--- src/rtl/eeprom_front_pkg.sv ---
package eeprom_front_pkg;
  typedef enum logic [3:0] {
    ST_IDLE,
    ST_DEV,
    ST_DEV_ACK,
    ST_WHI,
    ST_WHI_ACK,
    ST_WLO,
    ST_WLO_ACK,
    ST_HOLD,
    ST_IGNORE
  } front_state_t;
endpackage

--- src/rtl/bus_line_events.sv ---
module bus_line_events (
  input  logic clk,
  input  logic rst,
  input  logic scl_i,
  input  logic sda_i,
  output logic start_o,
  output logic stop_o,
  output logic rise_o,
  output logic fall_o,
  output logic sda_o
);
  logic scl_q, sda_q;

  always_ff @(posedge clk) begin
    if (rst) begin
      scl_q   <= 1'b1;
      sda_q   <= 1'b1;
      start_o <= 1'b0;
      stop_o  <= 1'b0;
      rise_o  <= 1'b0;
      fall_o  <= 1'b0;
      sda_o   <= 1'b1;
    end else begin
      scl_q   <= scl_i;
      sda_q   <= sda_i;
      // SDA edge while SCL stays high marks a bus condition
      start_o <= scl_q & scl_i & sda_q & ~sda_i;
      stop_o  <= scl_q & scl_i & ~sda_q & sda_i;
      rise_o  <= ~scl_q & scl_i;
      fall_o  <= scl_q & ~scl_i;
      sda_o   <= sda_i;
    end
  end
endmodule

--- src/rtl/dev_addr_match.sv ---
module dev_addr_match #(
  parameter int TYPE_W  = 4,
  parameter int STRAP_W = 3,
  parameter logic [TYPE_W-1:0] TYPE_ID = 4'b1010,
  localparam int HDR_W = TYPE_W + STRAP_W
) (
  input  logic [HDR_W-1:0]   hdr_i,
  input  logic [STRAP_W-1:0] strap_i,
  output logic               hit_o
);
  logic [STRAP_W-1:0] bit_eq;

  genvar g;
  generate
    for (g = 0; g < STRAP_W; g++) begin : g_strap
      assign bit_eq[g] = (hdr_i[g] == strap_i[g]);
    end
  endgenerate

  assign hit_o = (hdr_i[HDR_W-1 -: TYPE_W] == TYPE_ID) && (&bit_eq);
endmodule

--- src/rtl/addr_phase_fsm.sv ---
module addr_phase_fsm
  import eeprom_front_pkg::*;
#(
  parameter int BYTE_W  = 8,
  parameter int ADDR_W  = 15,
  parameter int TYPE_W  = 4,
  parameter int STRAP_W = 3,
  parameter logic [TYPE_W-1:0] TYPE_ID = 4'b1010,
  localparam int CNT_W = $clog2(BYTE_W + 1),
  localparam int HI_W  = ADDR_W - BYTE_W
) (
  input  logic               clk,
  input  logic               rst,
  input  logic               start_i,
  input  logic               stop_i,
  input  logic               rise_i,
  input  logic               fall_i,
  input  logic               sda_i,
  input  logic [STRAP_W-1:0] strap_i,
  output logic               sda_oe_o,
  output logic [ADDR_W-1:0]  word_addr_o,
  output logic               dir_read_o,
  output logic               addr_valid_o,
  output logic               rd_req_o
);
  localparam logic [CNT_W-1:0] FULL = CNT_W'(BYTE_W);

  front_state_t        state;
  logic [CNT_W-1:0]    bit_cnt;
  logic [BYTE_W-1:0]   shreg;
  logic [HI_W-1:0]     hi_part;
  logic                hit;

  dev_addr_match #(
    .TYPE_W (TYPE_W),
    .STRAP_W(STRAP_W),
    .TYPE_ID(TYPE_ID)
  ) i_match (
    .hdr_i  (shreg[BYTE_W-1:1]),
    .strap_i(strap_i),
    .hit_o  (hit)
  );

  always_ff @(posedge clk) begin
    if (rst) begin
      state        <= ST_IDLE;
      bit_cnt      <= '0;
      shreg        <= '0;
      hi_part      <= '0;
      sda_oe_o     <= 1'b0;
      word_addr_o  <= '0;
      dir_read_o   <= 1'b0;
      addr_valid_o <= 1'b0;
      rd_req_o     <= 1'b0;
    end else begin
      addr_valid_o <= 1'b0;
      rd_req_o     <= 1'b0;
      if (start_i) begin
        state    <= ST_DEV;
        bit_cnt  <= '0;
        sda_oe_o <= 1'b0;
      end else if (stop_i) begin
        state    <= ST_IDLE;
        bit_cnt  <= '0;
        sda_oe_o <= 1'b0;
      end else begin
        case (state)
          ST_DEV, ST_WHI, ST_WLO: begin
            if (rise_i && bit_cnt < FULL) begin
              shreg   <= {shreg[BYTE_W-2:0], sda_i};
              bit_cnt <= bit_cnt + 1'b1;
            end else if (fall_i && bit_cnt == FULL) begin
              if (state == ST_DEV) begin
                if (hit) begin
                  sda_oe_o   <= 1'b1;
                  state      <= ST_DEV_ACK;
                  dir_read_o <= shreg[0];
                  rd_req_o   <= shreg[0];
                end else begin
                  state <= ST_IGNORE;
                end
              end else if (state == ST_WHI) begin
                hi_part  <= shreg[HI_W-1:0];
                sda_oe_o <= 1'b1;
                state    <= ST_WHI_ACK;
              end else begin
                word_addr_o  <= {hi_part, shreg};
                addr_valid_o <= 1'b1;
                sda_oe_o     <= 1'b1;
                state        <= ST_WLO_ACK;
              end
            end
          end
          ST_DEV_ACK, ST_WHI_ACK, ST_WLO_ACK: begin
            if (fall_i) begin
              sda_oe_o <= 1'b0;
              bit_cnt  <= '0;
              if (state == ST_DEV_ACK) state <= dir_read_o ? ST_HOLD : ST_WHI;
              else if (state == ST_WHI_ACK) state <= ST_WLO;
              else state <= ST_HOLD;
            end
          end
          default: ;
        endcase
      end
    end
  end

  assert_oe_on_fall_R9: assert property (@(posedge clk) disable iff (rst)
    $rose(sda_oe_o) |-> $past(fall_i));
  assert_oe_off_on_fall_R9: assert property (@(posedge clk) disable iff (rst)
    $fell(sda_oe_o) |-> $past(fall_i || start_i || stop_i));
  assert_release_on_stop_R8: assert property (@(posedge clk) disable iff (rst)
    stop_i && !start_i |=> !sda_oe_o && state == ST_IDLE);
  assert_restart_R7: assert property (@(posedge clk) disable iff (rst)
    start_i |=> !sda_oe_o && !addr_valid_o && !rd_req_o);
  assert_quiet_ignore_R3: assert property (@(posedge clk) disable iff (rst)
    state == ST_IGNORE |-> !sda_oe_o && !addr_valid_o);
  assert_strobe_excl_R6: assert property (@(posedge clk) disable iff (rst)
    $onehot0({addr_valid_o, rd_req_o}));
  assert_write_dir_R6: assert property (@(posedge clk) disable iff (rst)
    addr_valid_o |-> !dir_read_o);
  assert_addr_hold_R4: assert property (@(posedge clk) disable iff (rst)
    rd_req_o |-> $stable(word_addr_o) && dir_read_o);
endmodule

--- src/rtl/eeprom_addr_front.sv ---
module eeprom_addr_front #(
  parameter int BYTE_W  = 8,
  parameter int ADDR_W  = 15,
  parameter int TYPE_W  = 4,
  parameter int STRAP_W = 3,
  parameter logic [TYPE_W-1:0] TYPE_ID = 4'b1010
) (
  input  logic               clk,
  input  logic               rst,
  input  logic               scl_i,
  input  logic               sda_i,
  input  logic [STRAP_W-1:0] strap_i,
  output logic               sda_oe_o,
  output logic [ADDR_W-1:0]  word_addr_o,
  output logic               dir_read_o,
  output logic               addr_valid_o,
  output logic               rd_req_o
);
  logic start_evt, stop_evt, rise_evt, fall_evt, sda_bit;

  bus_line_events i_events (
    .clk    (clk),
    .rst    (rst),
    .scl_i  (scl_i),
    .sda_i  (sda_i),
    .start_o(start_evt),
    .stop_o (stop_evt),
    .rise_o (rise_evt),
    .fall_o (fall_evt),
    .sda_o  (sda_bit)
  );

  addr_phase_fsm #(
    .BYTE_W (BYTE_W),
    .ADDR_W (ADDR_W),
    .TYPE_W (TYPE_W),
    .STRAP_W(STRAP_W),
    .TYPE_ID(TYPE_ID)
  ) i_fsm (
    .clk         (clk),
    .rst         (rst),
    .start_i     (start_evt),
    .stop_i      (stop_evt),
    .rise_i      (rise_evt),
    .fall_i      (fall_evt),
    .sda_i       (sda_bit),
    .strap_i     (strap_i),
    .sda_oe_o    (sda_oe_o),
    .word_addr_o (word_addr_o),
    .dir_read_o  (dir_read_o),
    .addr_valid_o(addr_valid_o),
    .rd_req_o    (rd_req_o)
  );
endmodule

--- config.mk ---
export PLATFORM = sky130hd
export DESIGN_NAME = eeprom_addr_front
export DESIGN_NICKNAME = d
export VERILOG_FILES = /design/src/rtl/eeprom_front_pkg.sv /design/src/rtl/bus_line_events.sv /design/src/rtl/dev_addr_match.sv /design/src/rtl/addr_phase_fsm.sv /design/src/rtl/eeprom_addr_front.sv
export SDC_FILE = /design/constraint.sdc
export NUM_CORES = 1
export LEC_CHECK = 0
export BUFFER_PORTS_ARGS = -buffer_cell sky130_fd_sc_hd__buf_2
export CAP_MARGIN = 25
export CORE_ASPECT_RATIO = 1.2
export CORE_MARGIN = 5
export CORE_UTILIZATION = 29
export CTS_CLUSTER_DIAMETER = 40
export DETAILED_ROUTE_END_ITERATION = 7
export HOLD_SLACK_MARGIN = 0.06
export PLACE_DENSITY = 0.57
export REMOVE_ABC_BUFFERS = 1
export SKIP_LAST_GASP = 1
export SYNTH_ARGS = -nofsm -noshare
export SYNTH_HDL_FRONTEND = slang
export SYNTH_HIERARCHICAL = 1
export SYNTH_SLANG_ARGS = --single-unit
--- constraint.sdc ---
create_clock -name clk -period 2.3 [get_ports clk]
set_clock_uncertainty 0.15 [all_clocks]
set_input_delay 0 -clock clk [delete_from_list [all_inputs] [get_ports clk]]
set_output_delay 0 -clock clk [all_outputs]
set_load 0.005 [all_outputs]
* Yosys cells after proc, flatten, opt, wreduce, memory -nomap -nowiden *
Index checks and enable logic that the tools add are counted.
W data, S select, Z words.

cells by class
  bitwise gates (word level) = 19
  mux-type cells = 22
  reduce and logical (&&, ||, !) cells = 19
  equal/unequal tests = 19
  add/sub/neg operators = 1
  $lt $le $gt $ge = 1

operators with widths
  operator               count
  $mux W4                8
  $reduce_and A7 Y1      3
  $pmux W4 S2            2
  $eq A4 B3 Y1 const B   3
  $not A1 Y1             12
  $reduce_and A4 Y1      3
  $reduce_or A3 Y1       3
  $eq A4 B2 Y1 const B   2
  $eq A4 B4 Y1 const B   2
  $mux W1                8
  $ne A4 B4 Y1 const B   2
  $reduce_or A8 Y1       1
  $and A1 B1 Y1          7
  $reduce_or A7 Y1       1
  $reduce_and A3 Y1      2
  $reduce_and A5 Y1      1
  $add A4 B1 Y4 const B  1
  $eq A4 B1 Y1 const B   1
  $lt A4 B4 Y1 const B   1
  $mux W2                2
  $ne A2 B1 Y1 const B   2
  $ne A2 B2 Y1 const B   2
  $ne A4 B3 Y1 const B   1
  $reduce_bool A4 Y1     1
  other kinds (6)        10

storage, ports and cells
  word-level logic and storage cells = 97
  register bits after elaboration = 48

* Depth between registers and ports, before layout *
Gate-level depths: netlist (run 1).

  depth in word-level cells = 10
  depth in mapped cells = 8

* Cells and area by module *
Netlist (run 1), hierarchy kept.

modules (own cells, without submodules)
  module           area each (sq um)  cells each  seq. area each (sq um)  times used
  addr_phase_fsm   1732.9             172         840.8                   1
  bus_line_events  197.7              14          120.1                   1
  dev_addr_match   43.8               5           0.0                     1

* Least setup slack after synthesis (run 1) *
No wires, ideal clock.

  kind = register to register
  start = reg i_fsm.bit_cnt[0]
  end = reg i_fsm.word_addr_o[0]
  data required time = 2.022 ns
  cell stages (with the launch flop) = 9
  path slack = 0.581 ns
  period minus slack after synthesis = 1.719 ns
  path buffers = 2
  arrival time = 1.441 ns
  library setup time = 0.128 ns
  path through = dfxtp_1 inv_1 ha_1 and4b_1 buf_2 nand4_4 buf_6 mux2i_1 nor2_1

on the way
  longest elaborated chain between the ends = 4

RTL lines
  what                                  line                  text
  start, declared                       addr_phase_fsm.sv:29  logic [CNT_W-1:0] bit_cnt;
  start signal, assigned                addr_phase_fsm.sv:71  bit_cnt <= bit_cnt + 1'b1;
  $lt A4 B4 Y1                          addr_phase_fsm.sv:69  if (rise_i && bit_cnt < FULL) begin
  $logic_and A1 B1 Y1                   addr_phase_fsm.sv:69
  $not A1 Y1 (no source line)           --
  $reduce_and A7 Y1 (no source line) *  --
  end signal, assigned                  addr_phase_fsm.sv:87  word_addr_o <= {hi_part, shreg};
  end, declared                         addr_phase_fsm.sv:21  output logic [ADDR_W-1:0] word_addr_o,

Mark *: on every way between the ends. The rest lies on a longest branch, timed or not.
A chain may end at the register's enable or synchronous reset.

* Worst setup path in the final report (run 1) *
  start = reg i_fsm.bit_cnt[0]
  end = reg i_fsm.word_addr_o[5]

Same word-level chain as after synthesis.

==> metrics, run 1 <==
outcome=completed; layout cells sized above 1=21.7%; kind of critical path=flip-flop to flip-flop; core area=6730 um^2; worst skew pair latency=0.28 ns; P_int=1.06 mW; number of diodes=0; Routed WL per cell=12.0 um; Crit. End Element=flip-flop; GPL Wtd Cong=0.838; multi-input logic area=940 um^2; first-pass GRT wire length=6.31 mm; CP max FO=15; root buffer cell=clkbuf_8; synth warn=6; ys async rst share=0%; number of core rows=33; Slew Viols, Final=0; Gate power share=3.3%; Routed Antenna Nets=0; clk slew on worst S/H paths=0.09 ns; # IOs=26; Worst Hold Class=input pin to flip-flop; hpwl dp=2.56 mm; WP data arrival=1.89 ns; RSZ-0062 raised after global routing=no; die area=8560 um^2; CTS H-tree lvls=2; antenna violations before repair=0; CTS tree=yes; drt first-iter violations=34; cells after synthesis=191; TritonCTS buffer count=5; post-route minimum period=1.89 ns; WL final=3.65 mm; DRT Pass-1 Iters=4; Least-Margin Pin Slew=0.712 ns; Num Clock Sinks=48; drt via density=4.47; Startpoint Class=flip-flop; Synth Flop Type=dfxtp_1; total power=1.35 mW; Slew HR=52.5%; Leakage=1.12 nW; Seq pwr share=62.5%; post-cts sizing count=0; CP Data Required Time=2.30 ns; Initial Utilization=29.3%; number of global-route vias before repair=1372; clk buf depth=2; Seq/Total Area, Yosys=48.7%; PwrDens=593 nW/um^2; largest net degree at the start of global routing=41; Tot GR Track Use=9.10%; die width=85.3 um; storage element area=961 um^2; final core occ=33.7%; Syn Std Cell Area=1970 um^2; area growth from synthesis to layout=14.9%; Synth Register Bits=48; # port buffers=25; area post-placement=2160 um^2; final hold violation count=0; max-cap viol count=0; Final #Nets=226; pre-CTS worst setup slack=0.389 ns; Setup TNS=0 ns; number of synthesized flops with an enable pin=0; VDD IR max=312 uV; Die Ht=100 um; Filler cells=703; Final setup viols=0; switching power=0.285 mW; Fmax=528 MHz; setup ws final=0.407 ns; routed vias=1360; sw frac=21.2%; cell area after layout=2270 um^2; Clk pwr share=34.2%; total gr overflow=0; Residual DRC=0; Syn Area/Cell=10.3 um^2; final worst path period share=82.3%; Synth cell types=44
-- synthesized netlist by cell type (2+ instances only) --
cell / instances / share of area [%]
dfxtp_1: 48 / 49
nor2_1: 35 / 6.7
mux2i_1: 32 / 16
nand3_1: 9 / 2.3
a21oi_1: 6 / 1.5
clkbuf_1: 5 / 0.95
inv_1: 4 / 0.76
xor2_1: 4 / 1.8
nand2_1: 3 / 0.57
nor3_1: 3 / 0.76
buf_2: 2 / 0.51
buf_6: 2 / 1.1
ha_1: 2 / 1.3
nand2b_1: 2 / 0.63
nor2b_1: 2 / 0.63
nor3b_1: 2 / 0.76
nor3b_2: 2 / 1.3
o22ai_1: 2 / 0.63
-- placed cells by master, fill, tap and decap left out, drive strengths merged --
master | netlist | layout
and4bb | 1 | 1
nand4bb | 1 | 1
inv | 4 | 4
or3 | 1 | 1
clkinv | 0 | 1
clkinvlp | 0 | 1
nand3b | 1 | 1
ha | 2 | 2
or2b | 1 | 1
and3 | 1 | 1
mux2i | 32 | 32
o22ai | 2 | 2
a31oi | 1 | 1
nor4 | 1 | 1
or2 | 2 | 2
and4b | 1 | 1
dlygate4sd3 | 0 | 3
or4b | 1 | 1
dfxtp | 48 | 48
nand3 | 10 | 10
nor3b | 4 | 4
and2b | 1 | 1
a2bb2oi | 1 | 1
nor2b | 2 | 2
nand2 | 3 | 3
nor2 | 36 | 36
a21oi | 7 | 7
o31ai | 1 | 1
nand4 | 3 | 3
xor2 | 4 | 4
nor4b | 2 | 2
nor3 | 3 | 3
o21ba | 1 | 1
buf | 5 | 26
nand2b | 2 | 2
clkbuf | 5 | 5
nor4bb | 1 | 1
-- path summary, 6_finish.rpt --
| check | startpoint | endpoint | slack (ns) | cells past startpoint |
|---|---|---|---|---|
| max | i_fsm/bit_cnt[0] | i_fsm/word_addr_o[5] | 0.41 | 6 |
| min | rst | i_fsm/word_addr_o[1] | 0.10 | 2 |
| max reg2reg | i_fsm/bit_cnt[0] | i_fsm/word_addr_o[5] | 0.41 | 6 |
| min reg2reg | i_events/sda_q | i_events/stop_o | 0.31 | 1 |
-- area by class of cell --
| class | instances | share of cell area [%] |
|---|---|---|
| clock buffer | 5 | 3.03 |
| clock inverter | 2 | 0.552 |
| inverter | 4 | 0.662 |
| multi-input combinational | 129 | 41.4 |
| sequential | 48 | 42.4 |
| tap | 87 | 4.80 |
| timing repair buffer | 29 | 7.17 |
-- sequential cells by signal (all words and copies together), names as in the netlist --
register	cells
i_events/scl_q	1
i_events/sda_q	1
i_events/start_o	1
i_fsm/rd_req_o	1
i_fsm/sda_oe_o	1
i_fsm/shreg	8
i_fsm/dir_read_o	1
i_events/fall_o	1
i_fsm/addr_valid_o	1
i_events/rise_o	1
i_fsm/hi_part	7
i_fsm/word_addr_o	15
i_fsm/bit_cnt	4
i_fsm/state	4
i_events/stop_o	1
-- metal layers --
metal | vias to the layer above | track usage, % | wire length (um)
met5 | - | 0 | 0
met4 | 0 | 3.65 | 55
met3 | 2 | 3.37 | 224
met2 | 25 | 14.2 | 1590
met1 | 625 | 11.4 | 1770
li1 | 708 | - | -
-- timing repair --
action | 4_1_cts | 5_1_grt
hold endpoints to repair | 6 | 0
hold buffers | 3 | 0
buffers inserted | 0 | 0
-- power groups by stage --
stage	combinational [mW]	sequential, mW	clock, mW
floorplan	0.0215	0.859	0
finish	0.0446	0.840	0.460
global placement	0.0417	0.860	0
detailed placement	0.0416	0.860	0
CTS	0.0451	0.841	0.485
global route	0.0492	0.842	0.524
-- logic make-up (layout without fill, tap and decap cells) --
group / count (synthesis) / count (layout) / share of synthesized area [%]
flops: 48 / 48 / 48.7
xor+xnor: 4 / 4 / 1.77
fa+ha+maj: 2 / 2 / 1.27
simple gates: 78 / 78 / 24.1
compound gates: 13 / 13 / 4.25
buf+inv: 14 / 40 / 3.74
mux: 32 / 32 / 16.2
-- worst max-delay path: stages, from the launching register on --
cell     delay (ns)
dfxtp_1        0.34
inv_1          0.08
ha_1           0.14
and4b_1        0.35
nand4_4        0.37
mux2i_1        0.27
nor2_1         0.05
-- metrics by stage --
| stage | hold slack, ns | instances |
|---|---|---|
| final | 0.101 | 304 |
| after detailed placement | 0.0533 | 294 |
| after global placement | 0.0454 | 294 |
| after global routing | 0.105 | 304 |
| after floorplan | -0.0805 | 181 |
| after CTS | 0.0948 | 304 |
No activity file was read; power rests on OpenSTA's default activity.
==> inputs of run 2 (changes only) <==
- ABC_AREA: not set -> 1
- clock period: 2.3 -> 1.8 ns (I/O delays scaled with it)
==> run 2 against run 1 <==
Sequential cell count is the same. Sequential share of layout area shrank 4.1 points. Critical path depth grew 2. Routed wire length grew 23%. Total power grew 37%. First-iteration DRC count grew to 2.6 times the previous value. Largest cell class unchanged. Maximum frequency grew 13%. Sequential power grew 29%. Hold slack lost 0.034 ns. Largest power group unchanged.
==> metrics, run 2 <==
outcome=completed; cell area after layout=2510 um^2; number of global-route vias before repair=1782; worst hold stages=6; antenna violations before repair=0; Slew HR=69.4%; biggest regs=i_fsm/word_addr_o (15), i_fsm/shreg (8), i_fsm/hi_part (7); clk slew on worst S/H paths=0.09 ns; Leakage=1.31 nW; routed vias=1910; Slew Viols, Final=0; root buffer cell=clkbuf_8; WL final=4.49 mm; die width=88.5 um; Fmax=599 MHz; clk buf depth=2; area post-placement=2360 um^2; CTS H-tree lvls=2; drt via density=4.31; Synth Flop Type=dfxtp_1; TritonCTS buffer count=5; first-pass GRT wire length=7.69 mm; Tot GR Track Use=10.3%; VDD IR max=284 uV; area growth from synthesis to layout=17.1%; final hold violation count=0; commonest non-fill, non-tap cell in the layout=nand2_1; CP max FO=18; Final setup viols=0; WP data arrival=1.72 ns; Residual DRC=0; DRT Pass-1 Iters=4; kind of critical path=flip-flop to flip-flop; die area=9230 um^2; Crit. End Element=flip-flop; CP Data Required Time=1.85 ns; Setup TNS=0 ns; count leader, synth=nand2_1; Largest register FFs=15; Worst Hold Class=input pin to flip-flop; Least-Margin Pin Slew=0.459 ns; GPL Wtd Cong=0.816; drt first-iter violations=87; CTS tree=yes; hpwl dp=3.25 mm; Synth Register Bits=48; final worst path period share=92.7%; number of synthesized flops with an enable pin=0; largest net degree at the start of global routing=19; Syn Std Cell Area=2150 um^2; post-route minimum period=1.67 ns; total gr overflow=0; RSZ-0062 raised after global routing=no; core area=7230 um^2; max-cap viol count=0; Seq/Total Area, Yosys=44.8%; Synth cell types=21; synth cell count leaders=nand2_1 (79), nor2_1 (78), dfxtp_1 (48); Syn Area/Cell=6.75 um^2; PwrDens=732 nW/um^2; Die Ht=104 um; Biggest register=i_fsm/word_addr_o; number of diodes=0; Post CTS Setup Buffer Count=0; cells after synthesis=318; cells on worst reg2reg path=8; post-synth top area share=44.8%; worst skew pair latency=0.30 ns; # IOs=26; number of core rows=34; Final #Nets=361; synth warn=6; # port buffers=25; top post-synthesis cells by area=dfxtp_1 (45%), nand2_1 (14%), nor2_1 (14%), inv_1 (8.2%), nand3_1 (3.7%); Routed WL per cell=10.1 um; Num Clock Sinks=48; Initial Utilization=29.7%; Yosys top cell by area=dfxtp_1; Startpoint Class=flip-flop; most frequent cells in the layout=nand2_1 (79), nor2_1 (78), dfxtp_1 (48); ys async rst share=0%; layout cells sized above 1=15.9%; Routed Antenna Nets=0
[run 2: cell count changes in the layout (fill, tap and decap cells not counted), moves of 4 or more]
| cell | change |
|---|---|
| buf_4 | +4 |
| inv_1 | +42 |
| nand3_1 | +7 |
| o21ai_0 | +10 |
| mux2i_1 | -32 |
| nor2_1 | +43 |
| inv_2 | +4 |
| nand2_1 | +76 |
[run 2: final timing paths]
kind / end / slack, ns / startpoint
min reg2reg: i_fsm/sda_oe_o / 0.31 / i_fsm/sda_oe_o
min: i_fsm/sda_oe_o / 0.07 / strap_i[1]
max reg2reg: i_fsm/word_addr_o[12] / 0.13 / i_fsm/bit_cnt[0]
max: i_fsm/word_addr_o[12] / 0.13 / i_fsm/bit_cnt[0]
[run 2: cells by family (layout without fill, tap and decap cells)]
logic type                 after synthesis  in the layout  synth area share (%)
and+or+nand+nor                        189            189                  36.6
DFF                                     48             48                  44.8
xor gates and xnor gates                 3              3                  1.22
adders and majority gates                2              2                  1.17
buffers and inverters                   59             94                  12.0
AOI/OAI and AO/OA                       17             17                  4.26
[run 2: layout make-up]
class | count | area, um^2
Clock buffer | 6 | 82.6
Clock inverter | 2 | 13.8
Fill cell | 789 | 4720
Inverter | 51 | 195
Multi-Input combinational cell | 211 | 936
Sequential cell | 48 | 961
Tap cell | 90 | 113
Timing Repair Buffer | 35 | 213
[run 2: where the power goes]
part / switching (mW) / leakage [nW] / internal, mW
Sequential: 0.00735 / 0.388 / 1.07
Combinational: 0.0464 / 0.868 / 0.0301
Clock: 0.374 / 0.0516 / 0.315
Total: 0.427 / 1.31 / 1.41
[run 2: critical path: stages, from the launching register on]
cell and delay, ns:
dfxtp_1 0.35, inv_1 0.08, ha_1 0.16, nand4_1 0.11, nor2_2 0.22, nand3_2 0.12, buf_4 0.21, nor2_1 0.11
nor2_1 0.06
[run 2: routing by layer]
layer	track usage [%]	up-vias	routed length, um
met4	3.89	0	55
li1	-	1013	-
met2	17.9	23	2270
met1	11.8	872	1990
met3	2.77	2	173
met5	0	-	0
[run 2: repair_timing]
action / in CTS / in global routing
setup endpoints to repair: 0 / 3
hold buffers: 5 / 0
gates resized for setup: 0 / 2
endpoints found under the hold margin: 10 / 0
[run 2: stage by stage]
step                      utilization [%]  power, mW  setup WS [ns]  instances  hold WS, ns
final                                34.8       1.84          0.131        443       0.0674
after global routing                 34.8       1.91        0.00940        443        0.109
after CTS                            34.6       1.87          0.158        443       0.0646
after detailed placement             32.6       1.17          0.158        430       0.0733
after global placement               32.6       1.17          0.201        430       0.0681
after floorplan                         -       1.14          0.164        310      -0.0791
==> inputs of run 3 (changes only) <==
- ABC_CLOCK_PERIOD_IN_PS: not set -> 1890
- clock period: 1.8 -> 1.89 ns (I/O delays scaled with it)
==> run 3 against run 2 <==
Sequential power fell by 6%. Clock power fell by 3.5%. Total power is 4.4% lower. Hold slack better by 0.0046 ns. Clock-buffer cell count is the same. Die area is the same. Largest power group unchanged. Cell count is 0.45% lower. Setup slack improved by 0.12 ns. Critical endpoint is now i_fsm/hi_part[0]. Design area is 0.95% lower. Maximum frequency increased by 1.7%. Highest routed layer unchanged.
==> metrics, run 3 (synthesis gave the netlist of run 2 again) <==
outcome=completed; Routed WL per cell=10.1 um; final core occ=34.4%; Routed Antenna Nets=0; CTS tree=yes; total gr overflow=0; drt via density=4.27; PwrDens=707 nW/um^2; worst flop-to-flop path startpoint=i_fsm/bit_cnt[0]; GPL Wtd Cong=0.847; reg2reg setup slack=0.25 ns; drt first-iter violations=89; most frequent cells in the layout=nand2_1 (79), nor2_1 (78), dfxtp_1 (48); Final setup viols=0; cells on worst reg2reg path=8; slowest library cell on the worst path=dfxtp_1; final cell count without fillers=441; Setup TNS=0 ns; Post CTS Setup Buffer Count=0; WL final=4.46 mm; Residual DRC=0; worst setup path start=i_fsm/bit_cnt[0]; cell area after layout=2490 um^2; CP cell instances=inv_1 -> ha_1 -> nand4_1 -> nor2_2 -> nand3_2 -> nand2_1 -> nand2_1 -> nor2_1; clk slew on worst S/H paths=0.09 ns; Leakage=1.31 nW; max-cap viol count=0; VDD IR max=254 uV; CP max FO=14; die width=88.5 um; commonest non-fill, non-tap cell in the layout=nand2_1; Tot GR Track Use=10.4%; TritonCTS buffer count=5; biggest regs=i_fsm/word_addr_o (15), i_fsm/shreg (8), i_fsm/hi_part (7); DRT Pass-1 Iters=4; Hold Path End=i_fsm/sda_oe_o; worst hold stages=6; total power=1.76 mW; first-pass GRT wire length=7.77 mm; area growth from synthesis to layout=16.0%; final hold violation count=0; # IOs=26; Startpoint Class=flip-flop; kind of critical path=flip-flop to flip-flop; Initial Utilization=29.7%; R2R Path End=i_fsm/hi_part[0]; clk buf depth=2; post-route minimum period=1.64 ns; Largest register FFs=15; root buffer cell=clkbuf_8; Slew HR=76.4%; placed insts=427; hpwl dp=3.12 mm; CTS H-tree lvls=2; RSZ-0062 raised after global routing=no; number of diodes=0; Worst Hold Class=input pin to flip-flop; Die Ht=104 um; Crit. End Element=flip-flop; area post-placement=2330 um^2; die area=9230 um^2; layout cells sized above 1=14.8%; CP Data Required Time=1.99 ns; antenna violations before repair=0; Biggest register=i_fsm/word_addr_o; Least-Margin Pin Slew=0.352 ns; WP data arrival=1.74 ns; Final #Nets=359; Worst path max stage delay=0.34 ns; Worst path most repeated cell=nand2_1; worst skew pair latency=0.31 ns; final worst path period share=86.8%; number of core rows=34; Hold Crit Start=strap_i[1]; largest net degree at the start of global routing=32; Fmax=610 MHz; # port buffers=25; Num Clock Sinks=48; routed vias=1884; core area=7230 um^2; Slew Viols, Final=0; number of global-route vias before repair=1769
## run 3: cell types whose count changed in the layout (fill, tap and decap cells not counted)
| cell | change |
|---|---|
| inv_1 | +1 |
| clkinvlp_4 | -1 |
| nand3_4 | -1 |
| nand3_2 | +1 |
| buf_4 | -3 |
| dlygate4sd3_1 | +1 |
## run 3: worst max path at each step
stage	to	slack, ns	cells after the start
final	i_fsm/hi_part[0]	0.25	8
after global routing	i_fsm/word_addr_o[13]	0.05	9
after CTS	i_fsm/hi_part[0]	0.23	8
after detailed placement	i_fsm/hi_part[4]	0.24	7
after global placement	i_fsm/word_addr_o[9]	0.29	8
after floorplan	i_fsm/word_addr_o[0]	0.25	7
## run 3: metrics by stage
stage / setup slack, ns / hold WS [ns]
floorplan: 0.254 / -0.0791
detailed placement: 0.236 / 0.0878
CTS: 0.227 / 0.0762
global placement: 0.289 / 0.0699
finish: 0.250 / 0.0720
global route: 0.0543 / 0.136
## run 3: critical path, delay by kind of cell (launching register included)
family / cells / cell delay, ns
buf+inv: 1 / 0.08
fa+ha+maj: 1 / 0.16
simple gates: 6 / 0.85
flops: 1 / 0.34
## run 3: final cells by class
| class | count | area (um^2) |
|---|---|---|
| Clock buffer | 6 | 82.6 |
| Multi-Input combinational cell | 211 | 928 |
| Sequential cell | 48 | 961 |
| Timing Repair Buffer | 33 | 200 |
| Inverter | 51 | 191 |
| Fill cell | 812 | 4740 |
| Tap cell | 90 | 113 |
| Clock inverter | 2 | 13.8 |
## run 3: repair_timing
item,CTS,global route
hold buffers,6,0
hold endpoints to repair,14,0
resized for setup,0,0
setup endpoints to repair,0,0
## run 3: routing by layer
layer | wire length, um | part of all wire (%) | GRT usage (%) | vias to the layer above
li1 | - | - | - | 1008
met1 | 2070 | 46 | 12.9 | 837
met2 | 2100 | 47 | 16.7 | 32
met3 | 198 | 4.4 | 2.54 | 7
met4 | 91 | 2.0 | 4.75 | 0
met5 | 0 | 0 | 0 | -
## run 3: power by group
part           internal, mW  switching (mW)
Clock                 0.300           0.365
Sequential             1.02         0.00708
Combinational        0.0275          0.0429
